--- src/rtl/inbound_msg_counter.sv ---
module inbound_msg_counter #(
  parameter int CNT_W  = 16,
  parameter int DATA_W = 32
) (
  input  logic              clk,
  input  logic              rst_n,
  input  logic              post_strobe,
  input  logic              wr_en,
  input  logic [DATA_W-1:0] wr_data,
  input  logic              irq_en,
  input  logic              fiq_en,
  output logic [DATA_W-1:0] rd_data,
  output logic              irq_req,
  output logic              fiq_req
);

  localparam int               FLAG    = DATA_W - 1;
  localparam logic [CNT_W-1:0] CNT_MAX = '1;
  localparam logic [CNT_W-1:0] ONE     = CNT_W'(1);

  logic [CNT_W-1:0] cnt_q, cnt_d, load_val;
  logic             is_load, is_dec, nonzero;
  logic             unused_wr_bits;

  assign is_load        = wr_en & wr_data[FLAG];
  assign is_dec         = wr_en & ~wr_data[FLAG];
  assign load_val       = wr_data[CNT_W-1:0];
  assign unused_wr_bits = ^wr_data[FLAG-1:CNT_W];

  always_comb begin
    cnt_d = cnt_q;
    if (is_load) begin
      cnt_d = load_val;
      if (post_strobe && load_val != CNT_MAX) cnt_d = load_val + ONE;
    end else if (is_dec) begin
      if (!post_strobe && cnt_q != '0) cnt_d = cnt_q - ONE;
    end else if (post_strobe && cnt_q != CNT_MAX) begin
      cnt_d = cnt_q + ONE;
    end
  end

  always_ff @(posedge clk) begin
    if (!rst_n) cnt_q <= '0;
    else        cnt_q <= cnt_d;
  end

  assign nonzero = cnt_q != '0;
  assign rd_data = {{(DATA_W-CNT_W){1'b0}}, cnt_q};
  assign irq_req = nonzero & irq_en;
  assign fiq_req = nonzero & fiq_en;


  post_inc_chk: assert property (@(posedge clk) disable iff (!rst_n)
    (post_strobe && !wr_en && rd_data[CNT_W-1:0] != CNT_MAX)
      |=> rd_data[CNT_W-1:0] == $past(rd_data[CNT_W-1:0]) + ONE);


  local_dec_chk: assert property (@(posedge clk) disable iff (!rst_n)
    (wr_en && !wr_data[FLAG] && !post_strobe && rd_data[CNT_W-1:0] != '0)
      |=> rd_data[CNT_W-1:0] == $past(rd_data[CNT_W-1:0]) - ONE);


  local_load_chk: assert property (@(posedge clk) disable iff (!rst_n)
    (wr_en && wr_data[FLAG] && !post_strobe)
      |=> rd_data[CNT_W-1:0] == $past(wr_data[CNT_W-1:0]));


  inc_dec_cancel_chk: assert property (@(posedge clk) disable iff (!rst_n)
    (wr_en && !wr_data[FLAG] && post_strobe) |=> $stable(rd_data));


  sat_top_chk: assert property (@(posedge clk) disable iff (!rst_n)
    (post_strobe && !wr_en && rd_data[CNT_W-1:0] == CNT_MAX)
      |=> rd_data[CNT_W-1:0] == CNT_MAX);


  floor_zero_chk: assert property (@(posedge clk) disable iff (!rst_n)
    (wr_en && !wr_data[FLAG] && !post_strobe && rd_data[CNT_W-1:0] == '0)
      |=> rd_data[CNT_W-1:0] == '0);


  irq_gate_chk: assert property (@(posedge clk) disable iff (!rst_n)
    irq_req |-> (irq_en && rd_data != '0));


  fiq_gate_chk: assert property (@(posedge clk) disable iff (!rst_n)
    fiq_req |-> (fiq_en && rd_data != '0));

endmodule

--- config.mk ---
export PLATFORM = sky130hd
export DESIGN_NAME = inbound_msg_counter
export DESIGN_NICKNAME = d
export VERILOG_FILES = /design/src/rtl/inbound_msg_counter.sv
export SDC_FILE = /design/constraint.sdc
export NUM_CORES = 1
export LEC_CHECK = 0
export ABC_CLOCK_PERIOD_IN_PS = 4000
export CAP_MARGIN = 0
export CELL_PAD_IN_SITES_DETAIL_PLACEMENT = 0
export CELL_PAD_IN_SITES_GLOBAL_PLACEMENT = 1
export CORE_MARGIN = 5
export CORE_UTILIZATION = 25
export CTS_BUF_LIST = sky130_fd_sc_hd__clkbuf_8
export CTS_CLUSTER_DIAMETER = 30
export DETAILED_ROUTE_END_ITERATION = 8
export PLACE_DENSITY_LB_ADDON = 0.3
export SYNTH_ARGS = -nofsm -noshare
export SYNTH_HDL_FRONTEND = slang
export SYNTH_SLANG_ARGS = --single-unit
export TNS_END_PERCENT = 1
--- constraint.sdc ---
create_clock -name clk -period 4 [get_ports clk]
set_input_delay 0.8 -clock clk [delete_from_list [all_inputs] [get_ports clk]]
set_output_delay 0.8 -clock clk [all_outputs]
set_load 0.01 [all_outputs]
==> impl_metrics.prom <==
# TYPE chip_impl_metric gauge
chip_impl_metric{name="design.portCount",unit=""} 72
chip_impl_metric{name="finalWeightedCongestion",unit=""} 0.914
chip_impl_metric{name="grt_pass1_vias",unit=""} 2404
chip_impl_metric{name="drt.antenna.violating_nets",unit=""} 0
chip_impl_metric{name="number_of_antenna_violations_at_the_first_check_in_global_routing",unit=""} 0
chip_impl_metric{name="cts_setup_buffers",unit=""} 0
chip_impl_info{name="ctsRootBufferMaster",value="sky130_fd_sc_hd__clkbuf_8"} 1
chip_impl_info{name="layout_common_cells",value="sky130_fd_sc_hd__clkdlybuf4s50_1, sky130_fd_sc_hd__nand2_1, sky130_fd_sc_hd__nor2_1, sky130_fd_sc_hd__o21ai_0"} 1
chip_impl_metric{name="tightest_slew",unit="ns"} 0.539
chip_impl_metric{name="count_of_flip_flops_with_a_built_in_enable_after_synthesis",unit=""} 0
chip_impl_metric{name="layout-drive-gt1-share",unit="%"} 8.99
chip_impl_metric{name="syn-mean-instance-area",unit="sq um"} 6.96
chip_impl_info{name="critical_path_cell_list",value="buf_4 > or4_1 > or4_4 > and2_1 > clkdlybuf4s50_1"} 1
chip_impl_metric{name="yosys.cell_types.count",unit=""} 65
chip_impl_metric{name="post_cts_resized",unit=""} 0
chip_impl_metric{name="fin_crit_sh",unit="%"} 83.7
chip_impl_info{name="timing.critical_path.max_delay_family",value="simple AND/OR/NAND/NOR gates"} 1
chip_impl_metric{name="chipHeight",unit="microns"} 104
chip_impl_metric{name="route.vias.total",unit=""} 2508
chip_impl_metric{name="rows",unit=""} 34
chip_impl_metric{name="drt_wl_total",unit="mm"} 8.05
chip_impl_info{name="grt_setup_unrepaired",value="false"} 1
chip_impl_metric{name="worst_ep_required_time",unit="ns"} 3.20
chip_impl_info{name="hold_path.class",value="reg -> reg"} 1
chip_impl_info{name="synth_ff_type",value="sky130_fd_sc_hd__dfxtp_1"} 1
chip_impl_info{name="cts_tree",value="yes"} 1
chip_impl_info{name="layout_commonest_cell",value="sky130_fd_sc_hd__clkdlybuf4s50_1"} 1
chip_impl_metric{name="wire_per_inst",unit="microns"} 17.8
chip_impl_metric{name="numPlacedInstances",unit=""} 449
chip_impl_metric{name="final-max-slew-violation-count",unit=""} 0
chip_impl_metric{name="irDropWorstVdd",unit="mV"} 0.0981
chip_impl_metric{name="power_per_cell_area",unit="mW/mm^2"} 258
chip_impl_metric{name="grt_overall_usage",unit="%"} 14.4
chip_impl_metric{name="htree_num_levels",unit=""} 1
chip_impl_info{name="worstSetupStartpointType",value="register"} 1
chip_impl_metric{name="synth_seq_cells",unit=""} 16
chip_impl_metric{name="cts_sink_cnt",unit=""} 16
chip_impl_metric{name="initialDrtViolationCount",unit=""} 182
chip_impl_metric{name="clockBufferDepth",unit=""} 2
chip_impl_metric{name="ys_seq_area_share",unit="%"} 14.6
chip_impl_metric{name="critPathArrivalTime",unit="ns"} 2.55
chip_impl_metric{name="finalCriticalPeriod",unit="ns"} 3.35
chip_impl_info{name="largest_registers",value="cnt_q (16)"} 1
chip_impl_metric{name="post_drt_via_cell_ratio",unit=""} 5.54
chip_impl_metric{name="final.setup_skew",unit="ns"} 0.00689
chip_impl_metric{name="clock.fmax",unit="MHz"} 299
chip_impl_metric{name="final.fill_count",unit=""} 956
chip_impl_metric{name="globalRouteOverflowTotal",unit=""} 0
chip_impl_info{name="path_class",value="reg -> out"} 1
chip_impl_metric{name="setup_viol",unit=""} 0
chip_impl_metric{name="fp.dieArea",unit="sq mm"} 0.0108
chip_impl_metric{name="clock_input_transition_at_the_sequential_cells_of_the_worst_setup_and_hold_paths",unit="ns"} 0.08
chip_impl_metric{name="die-width",unit="microns"} 104
chip_impl_metric{name="synthesis.area",unit="sq mm"} 0.00220
chip_impl_metric{name="synthCells",unit=""} 316
chip_impl_metric{name="hold_violations",unit=""} 0
chip_impl_metric{name="clk_latency",unit="ns"} 0.26
chip_impl_metric{name="ys_async_sr_fraction",unit="%"} 0
chip_impl_metric{name="cts-buffers-inserted",unit=""} 3
chip_impl_info{name="status",value="finished clean"} 1
chip_impl_metric{name="synth.yosys.warnings",unit=""} 0
chip_impl_metric{name="port_buffers",unit=""} 40
chip_impl_metric{name="num_antenna_cells",unit=""} 0
chip_impl_info{name="crit_path_end_kind",value="output pin"} 1
chip_impl_metric{name="finish.net_count",unit=""} 386
chip_impl_metric{name="cp_num_buf_inv",unit=""} 2
chip_impl_metric{name="dp.final_hpwl",unit="mm"} 6.12
chip_impl_metric{name="number_of_flip_flops_in_the_largest_register",unit=""} 16
chip_impl_metric{name="static-leakage-power",unit="nW"} 0.962
chip_impl_metric{name="initial_core_util",unit="%"} 25.5
chip_impl_metric{name="layout.cells.non_filler",unit=""} 453
chip_impl_info{name="cp_slowest_cell",value="sky130_fd_sc_hd__or4_1"} 1
chip_impl_metric{name="detail_route.first_pass.iterations",unit=""} 4
chip_impl_metric{name="slowest_delay",unit="ns"} 0.61
chip_impl_metric{name="path_max_fanout",unit=""} 14
chip_impl_metric{name="cap_violations",unit=""} 0
chip_impl_metric{name="placeableCoreArea",unit="sq mm"} 0.00864
chip_impl_metric{name="layout-area-overhead-vs-synth",unit="%"} 21.5
chip_impl_metric{name="grt_max_degree",unit=""} 20
chip_impl_metric{name="cts-hold-fix-buffers",unit=""} 0
chip_impl_info{name="regMostFlops",value="cnt_q"} 1
chip_impl_metric{name="drc",unit=""} 0
chip_impl_metric{name="slew-limit-headroom",unit="%"} 64.0
chip_impl_metric{name="global_route_wire_length_before_repair",unit="mm"} 13.0
chip_impl_metric{name="finalSetupTns",unit="ns"} 0
==> cell usage after synthesis, types with 5 or more instances <==
library cell,count,area (sq um)
sky130_fd_sc_hd__a21oi_1,16,80.1
sky130_fd_sc_hd__a22oi_1,5,37.5
sky130_fd_sc_hd__and3_1,9,56.3
sky130_fd_sc_hd__buf_2,5,25.0
sky130_fd_sc_hd__buf_4,16,120
sky130_fd_sc_hd__buf_6,5,56.3
sky130_fd_sc_hd__clkbuf_1,15,56.3
sky130_fd_sc_hd__dfxtp_1,16,320
sky130_fd_sc_hd__inv_1,7,26.3
sky130_fd_sc_hd__nand2_1,35,131
sky130_fd_sc_hd__nand3_1,13,65.1
sky130_fd_sc_hd__nand4_1,9,56.3
sky130_fd_sc_hd__nor2_1,21,78.8
sky130_fd_sc_hd__nor3_1,13,65.1
sky130_fd_sc_hd__nor4_1,8,50.1
sky130_fd_sc_hd__o21a_1,5,37.5
sky130_fd_sc_hd__o21ai_0,18,90.1
sky130_fd_sc_hd__o22ai_1,5,31.3
sky130_fd_sc_hd__or3_1,8,50.1
sky130_fd_sc_hd__or4_1,5,37.5
sky130_fd_sc_hd__xor2_1,5,43.8
==> worst min-delay path, cell delays in order, from the launching register on <==
cell and delay [ns]:
sky130_fd_sc_hd__dfxtp_1 0.41, sky130_fd_sc_hd__nand2_1 0.11, sky130_fd_sc_hd__o22ai_2 0.07
==> where the power goes <==
part           internal (W)  leakage, nW  switching, W
sequential         0.000176        0.132     0.0000351
combinational      0.000148        0.802      0.000177
clock             0.0000876       0.0288     0.0000667
==> per-layer routing <==
metal	share of wire (%)	GRT usage, %	vias up
met3	6.0	1.74	8
li1	-	-	1222
met1	45	19.8	1177
met4	1.1	3.70	0
met5	0	0	-
met2	47	23.9	101
==> cell families (layout without fill, tap and decap cells) <==
group,count (synthesis),count (layout),synth area share (%)
buffers and inverters,49,63,13.1
AO/OA/AOI/OAI,89,89,29.7
XOR/XNOR,9,9,3.59
other,1,16,0.171
adder cells (fa/ha/maj),2,2,1.14
AND/OR/NAND/NOR,144,144,34.9
flip-flops,16,16,14.6
multiplexers,6,6,2.85
==> final timing paths <==
check             slack (ns)              startpoint                endpoint  cells past startpoint
hold / removal          0.64  cnt_q[12]$_SDFFE_PN0P_  cnt_q[12]$_SDFFE_PN0P_                      2
setup reg to reg        1.37   cnt_q[2]$_SDFFE_PN0P_  cnt_q[15]$_SDFFE_PN0P_                      7
hold reg to reg         0.64  cnt_q[12]$_SDFFE_PN0P_  cnt_q[12]$_SDFFE_PN0P_                      2
setup / recovery        0.65   cnt_q[2]$_SDFFE_PN0P_                 fiq_req                      5
==> through the flow <==
stage	setup slack (ns)	power [W]	hold WS [ns]	util, %	cell area, sq um
finish	0.653	0.000690	0.641	30.9	2670
global route	0.539	0.000735	0.674	30.9	2670
CTS	0.636	0.000692	0.639	30.9	2670
detailed placement	0.501	0.000536	0.627	30.3	2620
global placement	0.499	0.000537	0.615	30.3	2620
floorplan	0.776	0.000424	0.575	-	2250
==> layout make-up <==
cell class	instances	area, sq um	area share (%)
multi-input cells	266	1650	61.7
flip-flops and latches	16	320	12.0
well taps	108	135	5.06
inverters	8	30.0	1.12
clock buffers	4	55.1	2.06
repair buffers	51	483	18.1
Note: power is estimated with default switching activity, not from simulation.
